### src/rtl/fmc_pkg.sv
// Package: shared defaults and width helper for the FM read conditioner.
// Assumes all counts are small positive integers measured in sample cycles.
package fmc_pkg;
    localparam int unsigned FMC_TIMEOUT_DEF = 58;
    localparam int unsigned FMC_MARK_DEF    = 1;
    localparam int unsigned FMC_RCK_DEF     = 8;
    localparam int unsigned FMC_SYNC_DEF    = 2;

    // Bits needed to hold the values 0..maxv.
    function automatic int unsigned cnt_w(input int unsigned maxv);
        return (maxv < 2) ? 1 : $clog2(maxv + 1);
    endfunction
endpackage

### src/rtl/fmc_pulse_sync.sv
// Synchronizes the asynchronous raw read pulse into the sample-clock domain.
// Emits a one-cycle event on each rising edge of the pulse.
// Assumes the raw pulse is at least one sample cycle wide.
module fmc_pulse_sync #(
    parameter int unsigned SYNC_STAGES = fmc_pkg::FMC_SYNC_DEF
) (
    input  logic clk,
    input  logic rst_n,
    input  logic raw_i,
    output logic evt_o
);
    // The extra stage past the synchronizer depth is the edge-detect delay.
    logic [SYNC_STAGES:0] chain;

    // Purpose: shift the raw level through the synchronizer and delay stages.
    always_ff @(posedge clk) begin
        if (!rst_n) begin
            chain <= '0;
        end else begin
            chain <= {chain[SYNC_STAGES-1:0], raw_i};
        end
    end

    assign evt_o = chain[SYNC_STAGES-1] & ~chain[SYNC_STAGES];

    // an edge event is never two cycles long
    a_r9_single_cycle_event: assert property (@(posedge clk) disable iff (!rst_n)
        evt_o |=> !evt_o);
endmodule

### src/rtl/fmc_gap_timer.sv
// Retriggerable gap timer.
// Each event reloads the timer, and the timer level is the data level.
// When the level falls, a marker pulse MARK_CYC cycles wide is produced.
// Assumes TIMEOUT_CYC is longer than the read-clock width.
module fmc_gap_timer #(
    parameter int unsigned TIMEOUT_CYC = fmc_pkg::FMC_TIMEOUT_DEF,
    parameter int unsigned MARK_CYC    = fmc_pkg::FMC_MARK_DEF
) (
    input  logic clk,
    input  logic rst_n,
    input  logic evt_i,
    output logic lvl_o,
    output logic mark_o
);
    localparam int unsigned TW = fmc_pkg::cnt_w(TIMEOUT_CYC);
    localparam int unsigned MW = fmc_pkg::cnt_w(MARK_CYC);
    localparam int unsigned QW = fmc_pkg::cnt_w(TIMEOUT_CYC + 1);

    logic [TW-1:0] gap_cnt;
    logic          lvl_q;
    logic          expire;

    // Purpose: reload on every event, otherwise count down to zero.
    always_ff @(posedge clk) begin
        if (!rst_n) begin
            gap_cnt <= '0;
        end else if (evt_i) begin
            gap_cnt <= TW'(TIMEOUT_CYC);
        end else if (gap_cnt != '0) begin
            gap_cnt <= gap_cnt - 1'b1;
        end
    end

    assign lvl_o = (gap_cnt != '0);

    // Purpose: remember the previous level for falling-edge detection.
    always_ff @(posedge clk) begin
        if (!rst_n) begin
            lvl_q <= 1'b0;
        end else begin
            lvl_q <= lvl_o;
        end
    end

    assign expire = lvl_q & ~lvl_o;

    generate
        if (MARK_CYC <= 1) begin : g_mark_flop
            logic mark_q;
            // Purpose: a one-cycle marker directly from the expiry cycle.
            always_ff @(posedge clk) begin
                if (!rst_n) begin
                    mark_q <= 1'b0;
                end else begin
                    mark_q <= expire;
                end
            end
            assign mark_o = mark_q;
        end else begin : g_mark_cnt
            logic [MW-1:0] mark_cnt;
            // Purpose: hold the marker for MARK_CYC cycles after expiry.
            always_ff @(posedge clk) begin
                if (!rst_n) begin
                    mark_cnt <= '0;
                end else if (expire) begin
                    mark_cnt <= MW'(MARK_CYC);
                end else if (mark_cnt != '0) begin
                    mark_cnt <= mark_cnt - 1'b1;
                end
            end
            assign mark_o = (mark_cnt != '0);
        end
    endgenerate

    // Checker state: cycles since the last event, saturating.
    logic [QW-1:0] quiet;
    // Purpose: measure the silence that precedes each expiry.
    always_ff @(posedge clk) begin
        if (!rst_n) begin
            quiet <= '0;
        end else if (evt_i) begin
            quiet <= '0;
        end else if (quiet != QW'(TIMEOUT_CYC + 1)) begin
            quiet <= quiet + 1'b1;
        end
    end

    // an event raises the data level on the next cycle
    a_r2_level_after_pulse: assert property (@(posedge clk) disable iff (!rst_n)
        evt_i |=> lvl_o);
    // the level only falls after a full TIMEOUT_CYC of silence
    a_r3_expiry_after_silence: assert property (@(posedge clk) disable iff (!rst_n)
        expire |-> (quiet == QW'(TIMEOUT_CYC)));
endmodule

### src/rtl/fmc_rck_stretch.sv
// Merges real pulse events with marker pulses.
// Each rising edge of the merged stream becomes a read-clock pulse RCK_CYC cycles wide.
// Assumes consecutive merged edges are normally more than RCK_CYC apart.
// If they are closer, the pulse is extended rather than doubled.
module fmc_rck_stretch #(
    parameter int unsigned RCK_CYC = fmc_pkg::FMC_RCK_DEF
) (
    input  logic clk,
    input  logic rst_n,
    input  logic evt_i,
    input  logic mark_i,
    output logic rck_o
);
    localparam int unsigned RW = fmc_pkg::cnt_w(RCK_CYC);

    logic          merged;
    logic          merged_q;
    logic          trig;
    logic [RW-1:0] rck_cnt;

    assign merged = evt_i | mark_i;

    // Purpose: delay the merged stream for rising-edge detection.
    always_ff @(posedge clk) begin
        if (!rst_n) begin
            merged_q <= 1'b0;
        end else begin
            merged_q <= merged;
        end
    end

    assign trig = merged & ~merged_q;

    // Purpose: a width counter loaded on each merged rising edge.
    always_ff @(posedge clk) begin
        if (!rst_n) begin
            rck_cnt <= '0;
        end else if (trig) begin
            rck_cnt <= RW'(RCK_CYC);
        end else if (rck_cnt != '0) begin
            rck_cnt <= rck_cnt - 1'b1;
        end
    end

    assign rck_o = (rck_cnt != '0);

    // Checker state: length of the current high phase, saturating.
    logic          rck_prev;
    logic [RW-1:0] hi_len;
    // Purpose: track how long the read clock has been high.
    always_ff @(posedge clk) begin
        if (!rst_n) begin
            rck_prev <= 1'b0;
            hi_len   <= '0;
        end else begin
            rck_prev <= rck_o;
            if (!rck_o) begin
                hi_len <= '0;
            end else if (hi_len != RW'(RCK_CYC)) begin
                hi_len <= hi_len + 1'b1;
            end
        end
    end

    // no read-clock pulse is shorter than RCK_CYC cycles
    a_r5_rck_min_width: assert property (@(posedge clk) disable iff (!rst_n)
        (rck_prev && !rck_o) |-> (hi_len == RW'(RCK_CYC)));
endmodule

### src/rtl/fmc_bit_capture.sv
// On the cycle after a read-clock rising edge, captures the data level and raises a one-cycle strobe.
// Assumes the read clock is at least two cycles wide.
module fmc_bit_capture (
    input  logic clk,
    input  logic rst_n,
    input  logic rck_i,
    input  logic lvl_i,
    output logic valid_o,
    output logic bit_o
);
    logic rck_q;
    logic rise;

    // Purpose: delay the read clock for rising-edge detection.
    always_ff @(posedge clk) begin
        if (!rst_n) begin
            rck_q <= 1'b0;
        end else begin
            rck_q <= rck_i;
        end
    end

    assign rise = rck_i & ~rck_q;

    // Purpose: the strobe and captured bit on the next edge.
    always_ff @(posedge clk) begin
        if (!rst_n) begin
            valid_o <= 1'b0;
            bit_o   <= 1'b0;
        end else begin
            valid_o <= rise;
            if (rise) begin
                bit_o <= lvl_i;
            end
        end
    end

    // the strobe lasts exactly one cycle
    a_r6_strobe_single: assert property (@(posedge clk) disable iff (!rst_n)
        valid_o |=> !valid_o);
endmodule

### src/rtl/fm_read_conditioner.sv
// FM read data conditioner, top level.
// Chain: raw pulse -> synchronizer and edge detect -> gap timer and marker -> merged read-clock stretcher -> bit capture.
// Assumes a single sample clock, with all widths given in its cycles.
// Assumes TIMEOUT_CYC > RCK_CYC + 2.
module fm_read_conditioner #(
    parameter int unsigned TIMEOUT_CYC = fmc_pkg::FMC_TIMEOUT_DEF,
    parameter int unsigned MARK_CYC    = fmc_pkg::FMC_MARK_DEF,
    parameter int unsigned RCK_CYC     = fmc_pkg::FMC_RCK_DEF,
    parameter int unsigned SYNC_STAGES = fmc_pkg::FMC_SYNC_DEF
) (
    input  logic clk,
    input  logic rst_n,
    input  logic rd_pulse_i,
    output logic rdata_o,
    output logic rck_o,
    output logic bit_valid_o,
    output logic bit_o
);
    logic pulse_evt;
    logic mark;

    fmc_pulse_sync #(.SYNC_STAGES(SYNC_STAGES)) u_sync (
        .clk   (clk),
        .rst_n (rst_n),
        .raw_i (rd_pulse_i),
        .evt_o (pulse_evt)
    );

    fmc_gap_timer #(.TIMEOUT_CYC(TIMEOUT_CYC), .MARK_CYC(MARK_CYC)) u_timer (
        .clk    (clk),
        .rst_n  (rst_n),
        .evt_i  (pulse_evt),
        .lvl_o  (rdata_o),
        .mark_o (mark)
    );

    fmc_rck_stretch #(.RCK_CYC(RCK_CYC)) u_stretch (
        .clk    (clk),
        .rst_n  (rst_n),
        .evt_i  (pulse_evt),
        .mark_i (mark),
        .rck_o  (rck_o)
    );

    fmc_bit_capture u_capture (
        .clk     (clk),
        .rst_n   (rst_n),
        .rck_i   (rck_o),
        .lvl_i   (rdata_o),
        .valid_o (bit_valid_o),
        .bit_o   (bit_o)
    );

    // a falling data level is followed by a read-clock pulse two cycles later
    a_r4_marker_drives_rck: assert property (@(posedge clk) disable iff (!rst_n)
        $fell(rdata_o) |=> ##1 rck_o);
    // every read-clock rising edge yields a strobe on the next cycle
    a_r6_strobe_after_rise: assert property (@(posedge clk) disable iff (!rst_n)
        $rose(rck_o) |=> bit_valid_o);
endmodule

### config.mk
export PLATFORM = sky130hd
export DESIGN_NAME = fm_read_conditioner
export DESIGN_NICKNAME = d
export VERILOG_FILES = /design/src/rtl/fmc_pkg.sv /design/src/rtl/fmc_pulse_sync.sv /design/src/rtl/fmc_gap_timer.sv /design/src/rtl/fmc_rck_stretch.sv /design/src/rtl/fmc_bit_capture.sv /design/src/rtl/fm_read_conditioner.sv
export SDC_FILE = /design/constraint.sdc
export NUM_CORES = 1
export LEC_CHECK = 0
export CAP_MARGIN = 30
export CELL_PAD_IN_SITES_DETAIL_PLACEMENT = 0
export CELL_PAD_IN_SITES_GLOBAL_PLACEMENT = 1
export CORE_MARGIN = 4
export CORE_UTILIZATION = 40
export CTS_CLUSTER_SIZE = 16
export DETAILED_ROUTE_END_ITERATION = 8
export DONT_BUFFER_PORTS = 1
export PLACE_DENSITY_LB_ADDON = 0.1
export RECOVER_POWER = 25
export SLEW_MARGIN = 5
export SYNTH_ARGS = -nofsm -noshare
export SYNTH_HDL_FRONTEND = slang
export SYNTH_SLANG_ARGS = --single-unit
### constraint.sdc
create_clock -name clk -period 2.7 [get_ports clk]
set_input_delay 0.135 -clock clk [delete_from_list [all_inputs] [get_ports clk]]
set_output_delay 0.135 -clock clk [all_outputs]
set_load 0.02 [all_outputs]
# Word level (Yosys, flattened, before mapping)
# Index checks and enable logic that the tools add are counted.
# W data, S select, Z words.
dict set report classes {
  addsub 2
  n_mux 4
  bitwise_logic 10
  reduce_logical 6
}
# operator n
set op_table {}
lappend op_table {{$mux W6} 2}
lappend op_table {{$mux W4} 2}
lappend op_table {{$reduce_bool A6 Y1} 1}
lappend op_table {{$sub A6 B1 Y6 const B} 1}
lappend op_table {{$not A1 Y1} 5}
lappend op_table {{$and A1 B1 Y1} 4}
lappend op_table {{$reduce_bool A2 Y1} 2}
lappend op_table {{$reduce_bool A4 Y1} 1}
lappend op_table {{$reduce_or A2 Y1} 2}
lappend op_table {{$sub A4 B1 Y4 const B} 1}
lappend op_table {{$or A1 B1 Y1} 1}
dict set report totals {
  ff_bits 19
  elab_cells 33
}

# Longest topological paths before layout
# Gate-level depths: netlist of the first run.
dict set report logic_depth {
  depth_word 5
  ltp_mapped 6
  ltp_nobuf 6
}

# Hierarchy
# Synthesis of the first run repeated with hierarchy kept, for this count alone.
dict set report hier_totals {
  cells_unflattened 83
  hier_area_um2 815.8
}
# mod cells_per_inst area_each_um2 n_inst seq_area_each_um2
set modules_own_cells {}
lappend modules_own_cells {fmc_gap_timer 42 380.4 1 160.2}
lappend modules_own_cells {fmc_rck_stretch 25 236.5 1 100.1}
lappend modules_own_cells {fmc_bit_capture 9 106.4 1 60.1}
lappend modules_own_cells {fmc_pulse_sync 7 92.6 1 60.1}

# Worst setup path before layout of the first run
# No wires, ideal clock.
dict set report synth_timing {
  kind {flip-flop to flip-flop}
  start {reg u_stretch.rck_cnt[0]}
  end {reg u_stretch.rck_cnt[1]}
  path_stages_with_launch 6
  t_arrival_ns 1.526
  path_slack_ns 1.071
  cell_sequence {dfxtp_1 -> inv_1 -> ha_1 -> nor3b_1 -> inv_1 -> a2111oi_2}
}
dict set report synth_via {
  elab_chain_cells 1
}
# element line
set synth_lines {}
lappend synth_lines {{start, declared} fmc_rck_stretch.sv:19} ;# logic [RW-1:0] rck_cnt;
lappend synth_lines {{start signal, assigned} fmc_rck_stretch.sv:39} ;# rck_cnt <= RW'(RCK_CYC);
lappend synth_lines {{start signal, assigned} fmc_rck_stretch.sv:41} ;# rck_cnt <= rck_cnt - 1'b1;
lappend synth_lines {{$reduce_bool A4 Y1} n/a}
lappend synth_lines {{via rck_o} fm_read_conditioner.sv:15} ;# output logic rck_o,
# The timed path passes the listed nets, and every way through them passes these cells.
# A chain may end at the register's enable or synchronous reset.

# Worst setup path after layout of the first run
dict set report layout_timing {
  start {reg u_timer.gap_cnt[0]}
  end {out rdata_o}
}
dict set report layout_via {
  elab_chain_cells 1
}
# element line
set layout_lines {}
lappend layout_lines {{start, declared} fmc_gap_timer.sv:19} ;# logic [TW-1:0] gap_cnt;
lappend layout_lines {{start signal, assigned} fmc_gap_timer.sv:28} ;# gap_cnt <= TW'(TIMEOUT_CYC);
lappend layout_lines {{start signal, assigned} fmc_gap_timer.sv:30} ;# gap_cnt <= gap_cnt - 1'b1;
lappend layout_lines {{$reduce_bool A6 Y1} fmc_gap_timer.sv:34} ;# assign lvl_o = (gap_cnt != '0);
lappend layout_lines {{end, declared} fm_read_conditioner.sv:14} ;# output logic rdata_o,
# Every way passes these cells.

==> reports/qor.txt, run 1 <==
Final Critical Period -> 2.023 ns
Endpoints failing hold -> 0
CP max stage delay -> 0.62 ns
R2r endpoint -> u_stretch.rck_cnt[1]
YS warnings -> 0
Design Area, Final -> 854.6 sq um
Area Growth Syn to Fin -> 8.070%
Reg-to-Reg Start -> u_stretch.rck_cnt[0]
Critical path class -> flop to output pin
Num rows -> 15
Worst Max-Slew Pin Slew -> 0.5461 ns
R2R Setup Slk -> 0.84 ns
Cell family with most CP delay -> simple AND/OR/NAND/NOR gates
Multi-input gate area -> 350.3 sq um
DRC -> 0
Vias in the first global route -> 530
Ratio of cells with drive above 1 in the final layout -> 10.59%
FF+latch area -> 380.4 sq um
Instance count on the critical path -> 5
Hold/Removal Path Class -> primary input to flop
Routed WL per cell -> 12.30 microns
CTS buffer count -> 3
Max_cap viols -> 0
Hold buffers post-CTS -> 2
Nets -> 92
Pwr/cell area -> 1217 mW/mm^2
Clock skew -> 0.003245 ns
WP data required -> 2.57 ns
DRT iter0 DRCs -> 14
Maximum vdd drop -> 0.5131 mV
Most frequent cells in the layout -> 19 x dfxtp_1, 11 x inv_1, 4 x nor4_1, 4 x nor2_1
Unrepaired setup endpoints after global routing -> no
Worst-Skew Late Latency -> 0.29 ns
Leakage -> 0.0003348 uW
CP Cell Sequence -> inv_1 -> ha_1 -> or4b_1 -> nor2_4 -> inv_1
Final setup fails -> 0
Worst Path Arrival -> 1.89 ns
Largest net degree at the start of global routing -> 12
Seq/Total Area, Yosys -> 48.10%
Final WL -> 1353 microns
I/O Buffers -> 0
Htree depth -> 1
CP most frequent cell -> inv_1
Worst setup SP type -> flop
Via count -> 580
Setup crit end kind -> output pin
Worst relative slew slack -> 63.52%
First-pass GRT wire length -> 2470 microns
DIE AREA -> 0.002752 sq mm
Gpl congestion -> 0.7612
Root Driver -> clkbuf_4
Setup Buffers After CTS -> 0
Synth Area per Inst -> 9.762 sq um
Fill count -> 189
Slowest CP cell -> or4b_1
Setup crit start -> u_timer.gap_cnt[0]
Synth cell types -> 31
Fmax -> 494.4 MHz
Ant diodes -> 0
Number of synthesized register bits -> 19
Pins Over Slew Limit -> 0
Die Y -> 52.46 microns
CTS tree -> built
Cells after Synth -> 81
Outcome -> finished, final reports clean
Syn_nets -> 87
Syn Std Cell Area -> 790.8 sq um
Antenna-violating nets left -> 0
Core area -> 0.001802 sq mm
Period utilisation layout -> 74.91%
Crit Path Max Fanout -> 7
Die X-Extent -> 52.46 microns
Area after DPL -> 807.0 sq um
Initial DRT Pass Iterations -> 4
PostCTS Resize Cnt -> 0
Vias per cell -> 5.273
Hold slack -> 0.1313 ns
Initial Util -> 43.89%
Critical path buffer and inverter count -> 2
Commonest non-fill, non-tap cell in the layout -> dfxtp_1
Setup_tns -> 0 ns
Crit path to -> rdata_o
Register-to-Register Path Depth -> 5
I/O pins -> 7
Maximum root-to-sink buffer count -> 2
DP HPWL -> 954 microns
Total GRT Usage -> 12.05%
Clk slew on worst S/H paths -> 0.11 ns
GRT overflow -> 0
CTS Sinks -> 19
Initial antenna violation count -> 0
==> Yosys cell counts <==
library cell / count / area [sq um]
nand2_1: 2 / 7.510
ha_1: 3 / 37.54
o31ai_1: 3 / 22.52
nor3b_1: 1 / 7.510
nor2b_1: 1 / 6.260
and3_1: 1 / 6.260
a2111oi_2: 1 / 15.01
nor4_1: 4 / 25.02
o211ai_1: 1 / 7.510
clkinv_1: 1 / 3.750
o21a_1: 2 / 15.01
and2_1: 3 / 18.77
xnor2_1: 3 / 26.28
nand2b_1: 1 / 6.260
o21ai_2: 1 / 8.760
a311oi_1: 1 / 8.760
nor3_1: 3 / 15.01
mux2_2: 1 / 11.26
o21ai_0: 2 / 10.01
o2111ai_1: 1 / 8.760
nor2_4: 1 / 11.26
nor2_1: 4 / 15.01
a21o_1: 1 / 7.510
buf_6: 1 / 11.26
a31oi_1: 2 / 12.51
clkbuf_1: 1 / 3.750
inv_1: 11 / 41.29
dfxtp_1: 19 / 380.4
or4b_1: 1 / 10.01
a21oi_1: 3 / 15.01
nor4b_2: 1 / 15.01
==> stage by stage <==
stage / total power (uW) / worst slack, ns / util, % / std cells
floorplan: 845.9 / 1.071 / - / 81
global placement: 898.8 / 0.9636 / 44.79 / 104
detailed placement: 901.8 / 0.8635 / 44.79 / 104
CTS: 1051 / 0.6702 / 47.43 / 110
global route: 1137 / 0.5562 / 47.43 / 110
finish: 1040 / 0.6775 / 47.43 / 110
==> state kept, by name, indices dropped and copies added (netlist names) <==
| signal | flops |
|---|---|
| u_timer.gap_cnt | 6 |
| u_stretch.rck_cnt | 4 |
| u_sync.chain | 3 |
| u_capture.bit_o | 1 |
| u_capture.rck_q | 1 |
| u_capture.valid_o | 1 |
| u_stretch.merged_q | 1 |
| u_timer.lvl_q | 1 |
| u_timer.mark_o | 1 |
==> how the worst min path moves through the flow <==
| stage | start | slack (ns) | cells past startpoint | to |
|---|---|---|---|---|
| 2_1_floorplan | rd_pulse_i | 0.26 | 1 | u_sync.chain[0] |
| 3_3_place_gp | rst_n | 0.26 | 1 | u_stretch.rck_cnt[3] |
| 3_5_place_dp | rst_n | 0.26 | 1 | u_stretch.rck_cnt[3] |
| 4_1_cts | rst_n | 0.13 | 2 | u_stretch.rck_cnt[1] |
| 5_1_grt | rst_n | 0.13 | 2 | u_stretch.rck_cnt[1] |
| 6_report | rst_n | 0.13 | 2 | u_stretch.rck_cnt[1] |
==> area by class of cell <==
class	count	share of cell area (%)
Inverter	12	5.271
Tap cell	25	3.660
Clock inverter	1	0.5857
Clock buffer	3	2.635
Sequential cell	19	44.51
Timing Repair Buffer	2	2.343
Multi-Input combinational cell	48	41.00
==> power breakdown <==
| part | leakage [uW] | internal [uW] | total [uW] | switching [uW] |
|---|---|---|---|---|
| Clock | 0.0000177 | 55.0 | 142 | 87.3 |
| Sequential | 0.000157 | 374 | 468 | 94.2 |
| Combinational | 0.000160 | 180 | 429 | 249 |
| Total | 0.000335 | 609 | 1040 | 430 |
==> routing by layer <==
layer,track usage (%),wire (microns),vias to the layer above
li1,-,-,292
met1,18.36,697,274
met2,15.50,584,12
met3,3.134,58,2
met4,5.106,12,0
met5,0,0,-
==> cells by family after synthesis <==
group	Yosys count	share of synthesized area (%)
buffers and inverters	14	7.594
multiplexers	1	1.424
adder cells (fa/ha/maj)	3	4.747
AND/OR/NAND/NOR	23	18.20
XOR/XNOR	3	3.323
flip-flops	19	48.10
AO/OA/AOI/OAI	18	16.61
Power figures use the tool's default switching activity.
==> run 2, diff against run 1 <==
Clock period 2.7 ns to 2.1 ns, I/O delays scaled along.
==> run 2 against run 1 <==
  * Worst hold slack lost 0.042 ns
  * Critical path depth unchanged
  * Critical endpoint unchanged
  * Clock power grew 23%
==> reports/qor.txt, run 2 (synthesis gave the netlist of run 1 again) <==
Largest regs -> u_timer.gap_cnt x6, u_stretch.rck_cnt x4, u_sync.chain x3
Ant diodes -> 0
Most flops, register -> u_timer.gap_cnt
Vias in the first global route -> 592
Worst Path Arrival -> 1.75 ns
Nets -> 93
Maximum vdd drop -> 0.8029 mV
Final setup margin -> 0.2437 ns
Area Growth Syn to Fin -> 9.335%
Clock power share -> 12.9%
DRC -> 0
Leakage -> 0.0003376 uW
DIE AREA -> 0.002752 sq mm
Routed WL per cell -> 12.23 microns
Crit Path Max Fanout -> 7
Critical path class -> flop to output pin
WP data required -> 2.00 ns
I/O Buffers -> 0
First-pass GRT wire length -> 2601 microns
Net Sw Power -> 543.9 uW
Antenna-violating nets left -> 0
GRT overflow -> 0
Ratio of cells with drive above 1 in the final layout -> 11.63%
DRT iter0 DRCs -> 9
CTS Sinks -> 19
Die X-Extent -> 52.46 microns
Final Non-Filler Cells -> 111
Switching power share of the total -> 40.02%
Combinational share of power -> 42.6%
Outcome -> finished, final reports clean
Setup crit end kind -> output pin
Worst setup SP type -> flop
Maximum root-to-sink buffer count -> 2
Seq pwr share -> 44.5%
Final setup fails -> 0
Pwr/cell area -> 1572 mW/mm^2
Commonest non-fill, non-tap cell in the layout -> dfxtp_1
Core area -> 0.001802 sq mm
Pins Over Slew Limit -> 0
Total GRT Usage -> 13.00%
CTS buffer count -> 3
Final Critical Period -> 1.856 ns
Most frequent cells in the layout -> 19 x dfxtp_1, 11 x inv_1, 4 x nor4_1, 4 x nor2_1
Internal power -> 815.1 uW
Worst-Skew Late Latency -> 0.29 ns
Largest net degree at the start of global routing -> 11
DP HPWL -> 988.5 microns
Endpoints failing hold -> 0
Clk slew on worst S/H paths -> 0.10 ns
Root Driver -> clkbuf_4
Unrepaired setup endpoints after global routing -> no
Slowest CP cell -> or4b_4
CP most frequent cell -> inv_1
Num rows -> 15
Initial Util -> 43.89%
Gpl congestion -> 0.7648
Placed cells -> 105
Vias per cell -> 4.973
CP Cell Sequence -> inv_1 -> ha_1 -> or4b_4 -> nor2_4 -> inv_1
I/O pins -> 7
Max reg flops -> 6
Final WL -> 1357 microns
Worst Max-Slew Pin Slew -> 0.4739 ns
Period utilisation layout -> 88.40%
Clock skew -> 0.003950 ns
Fmax -> 538.7 MHz
CTS tree -> built
Hold/Removal Path Class -> primary input to flop
Via count -> 552
Max_cap viols -> 0
Initial antenna violation count -> 0
Fill count -> 193
Pre-CTS WS -> 0.3827 ns
Htree depth -> 1
Worst relative slew slack -> 68.11%
CP max stage delay -> 0.55 ns
Initial DRT Pass Iterations -> 2
Setup_tns -> 0 ns
Die Y -> 52.46 microns
run 2: worst max-delay path, delay by kind of cell (launching register included):
kind	cells	cell delay, ns
and+or+nand+nor	2	0.71
DFF	1	0.36
buffers and inverters	2	0.20
adders and majority gates	1	0.19
run 2: final cells by class:
type | count | area [sq um] | area share (%)
Timing Repair Buffer | 3 | 27.53 | 3.184
Multi-Input combinational cell | 48 | 354.1 | 40.96
Inverter | 12 | 45.04 | 5.210
Sequential cell | 19 | 380.4 | 43.99
Clock buffer | 4 | 26.28 | 3.039
Tap cell | 25 | 31.28 | 3.618
run 2: what timing repair did:
action | 4_1_cts | 5_1_grt
hold buffers | 2 | 0
setup endpoints to repair | 0 | 1
resized for setup | 0 | 1
buffers inserted | 0 | 0
endpoints found under the hold margin | 9 | 0
run 2: power groups by stage:
stage          combinational [uW]  sequential [uW]  clock, uW
2_1_floorplan                 500              588          0
3_3_place_gp                  564              611          0
3_5_place_dp                  569              613          0
4_1_cts                       578              604        188
5_1_grt                       674              628        209
6_report                      579              604        175
run 2: layer usage:
| metal | up-vias | track usage, % | part of all wire [%] |
|---|---|---|---|
| met5 | - | 0 | 0 |
| met1 | 251 | 17.31 | 53 |
| met3 | 0 | 5.698 | 3.9 |
| li1 | 295 | - | - |
| met4 | 0 | 3.830 | 0 |
| met2 | 6 | 18.80 | 43 |
run 2: worst paths after layout:
path / startpoint / to / slack [ns] / cells past startpoint
worst max-delay path: u_timer.gap_cnt[0] / rdata_o / 0.24 / 5
worst min-delay path: rst_n / u_stretch.rck_cnt[1] / 0.09 / 2
worst max register to register: u_timer.gap_cnt[0] / u_timer.gap_cnt[1] / 0.49 / 5
worst min register to register: u_capture.rck_q / u_capture.valid_o / 0.45 / 1
run 2: per-stage QoR:
| step | util (%) | hold slack [ns] | area, sq um | total power [uW] |
|---|---|---|---|---|
| after global routing | 47.99 | 0.1052 | 864.6 | 1512 |
| after floorplan | - | 0.2323 | 790.8 | 1088 |
| after global placement | 45.21 | 0.2291 | 814.5 | 1175 |
| final | 47.99 | 0.08971 | 864.6 | 1359 |
| after detailed placement | 45.21 | 0.2289 | 814.5 | 1182 |
| after CTS | 47.78 | 0.09514 | 860.8 | 1370 |
==> run 3, diff against run 2 <==
Clock period 2.1 ns to 2.3 ns, I/O delays scaled along.
==> run 3 against run 2 <==
  * Register-to-register slack better by 0.09 ns
  * First-iteration DRC count fell by 44%
  * Die area unchanged
  * Non-clock buffer count unchanged
  * Worst hold slack improved by 0.010 ns
  * Utilization is 0.14 points lower
  * Via count grew 1.8%
  * Sequential power decreased by 8.6%
  * Critical endpoint unchanged
  * Largest power group unchanged
  * Highest routed layer is now met4
==> reports/qor.txt, run 3 (synthesis gave the netlist of run 1 again) <==
CTS Sinks -> 19
Leakage -> 0.0003390 uW
Critical path class -> flop to output pin
Antenna-violating nets left -> 0
Combinational share of power -> 41.9%
Largest net degree at the start of global routing -> 12
Final Critical Period -> 1.987 ns
Via count -> 562
Outcome -> finished, final reports clean
Fmax -> 503.3 MHz
Register-to-Register Path Depth -> 5
R2R Setup Slk -> 0.58 ns
Cell family with most CP delay -> simple AND/OR/NAND/NOR gates
Nets -> 93
I/O pins -> 7
CP most frequent cell -> inv_1
Area after DPL -> 814.5 sq um
Initial Util -> 43.89%
Setup Buffers After CTS -> 0
R2r endpoint -> u_timer.gap_cnt[1]
DRT iter0 DRCs -> 5
Ant diodes -> 0
Crit Path Max Fanout -> 7
CP Cell Sequence -> inv_1 -> ha_1 -> or4b_1 -> nor2_4 -> inv_1
Commonest non-fill, non-tap cell in the layout -> dfxtp_1
Hold slack -> 0.09972 ns
Initial DRT Pass Iterations -> 3
Worst relative slew slack -> 68.97%
Total GRT Usage -> 11.87%
Gpl congestion -> 0.7578
Most frequent cells in the layout -> 19 x dfxtp_1, 11 x inv_1, 4 x nor4_1, 4 x nor2_1
Worst hold stages -> 2
DP HPWL -> 962.5 microns
Clock skew -> 0.001735 ns
Most flops, register -> u_timer.gap_cnt
WP data required -> 2.18 ns
Die X-Extent -> 52.46 microns
DIE AREA -> 0.002752 sq mm
Vias per cell -> 5.063
Worst-Skew Late Latency -> 0.29 ns
Pwr/cell area -> 1425 mW/mm^2
Maximum root-to-sink buffer count -> 2
Design Area, Final -> 862.1 sq um
Ratio of cells with drive above 1 in the final layout -> 11.63%
Clock power share -> 13.1%
Largest regs -> u_timer.gap_cnt x6, u_stretch.rck_cnt x4, u_sync.chain x3
Num rows -> 15
Vias in the first global route -> 570
Critical path buffer and inverter count -> 2
Max reg flops -> 6
Switching power share of the total -> 40.56%
Internal power -> 730.3 uW
Fill count -> 186
CTS buffer count -> 3
CTS tree -> built
Reg-to-Reg Start -> u_timer.gap_cnt[0]
Period utilisation layout -> 86.38%
Post-layout power -> 1229 uW
I/O Buffers -> 0
First-pass GRT wire length -> 2421 microns
Worst hold path endpoint -> u_stretch.rck_cnt[1]
Hold/Removal Path Class -> primary input to flop
CP max stage delay -> 0.62 ns
Instance count on the critical path -> 5
Max_cap viols -> 0
Final WL -> 1318 microns
GRT overflow -> 0
Seq pwr share -> 44.9%
Core area -> 0.001802 sq mm
Worst Hold Launch -> rst_n
Worst Path Arrival -> 1.87 ns
Root Driver -> clkbuf_4
Endpoints failing hold -> 0
PostCTS Resize Cnt -> 0
Htree depth -> 1
Net Sw Power -> 498.3 uW
Pins Over Slew Limit -> 0
Die Y -> 52.46 microns
Routed WL per cell -> 11.87 microns
Initial antenna violation count -> 0
Setup_tns -> 0 ns
Worst setup SP type -> flop
Maximum vdd drop -> 0.6311 mV
Unrepaired setup endpoints after global routing -> no
Final setup fails -> 0
Clk slew on worst S/H paths -> 0.10 ns
DRC -> 0
Hold buffers post-CTS -> 2
Area Growth Syn to Fin -> 9.019%
Slowest CP cell -> or4b_1
Worst Max-Slew Pin Slew -> 0.4611 ns
Setup crit end kind -> output pin
-- run 3: power by group through the flow --
stage          Combinational (uW)  Sequential, uW  Clock, uW
2_1_floorplan                 456             537          0
3_3_place_gp                  515             558          0
3_5_place_dp                  515             560          0
4_1_cts                       523             552        173
5_1_grt                       584             570        186
6_report                      515             552        161
-- run 3: per-layer routing --
layer	track usage, %	part of all wire (%)
met1	15.53	52
met2	18.18	43
met3	3.989	4.2
met4	3.830	0.91
met5	0	0
-- run 3: stage by stage --
stage	worst slack, ns	utilization (%)	instances
after floorplan	0.6708	-	81
after global placement	0.6433	45.21	105
after detailed placement	0.5938	45.21	105
after CTS	0.3010	47.85	111
after global routing	0.1941	47.85	111
final	0.3132	47.85	111
-- run 3: area by class of cell --
type | instances | area, sq um | area share (%)
flip-flops and latches | 19 | 380.4 | 44.12
clock buffers | 3 | 22.52 | 2.612
repair buffers | 3 | 27.53 | 3.193
multi-input cells | 48 | 350.3 | 40.64
well taps | 25 | 31.28 | 3.628
clock inverters | 1 | 5.005 | 0.5806
inverters | 12 | 45.04 | 5.225
-- run 3: worst max-delay path by stage --
| stage | startpoint | to | slack [ns] |
|---|---|---|---|
| 2_1_floorplan | u_stretch.rck_cnt[0] | u_stretch.rck_cnt[1] | 0.67 |
| 3_3_place_gp | u_timer.gap_cnt[0] | u_timer.gap_cnt[1] | 0.64 |
| 3_5_place_dp | u_timer.gap_cnt[0] | u_timer.gap_cnt[1] | 0.59 |
| 4_1_cts | u_timer.gap_cnt[0] | rdata_o | 0.30 |
| 5_1_grt | u_timer.gap_cnt[0] | rdata_o | 0.19 |
| 6_report | u_timer.gap_cnt[0] | rdata_o | 0.31 |
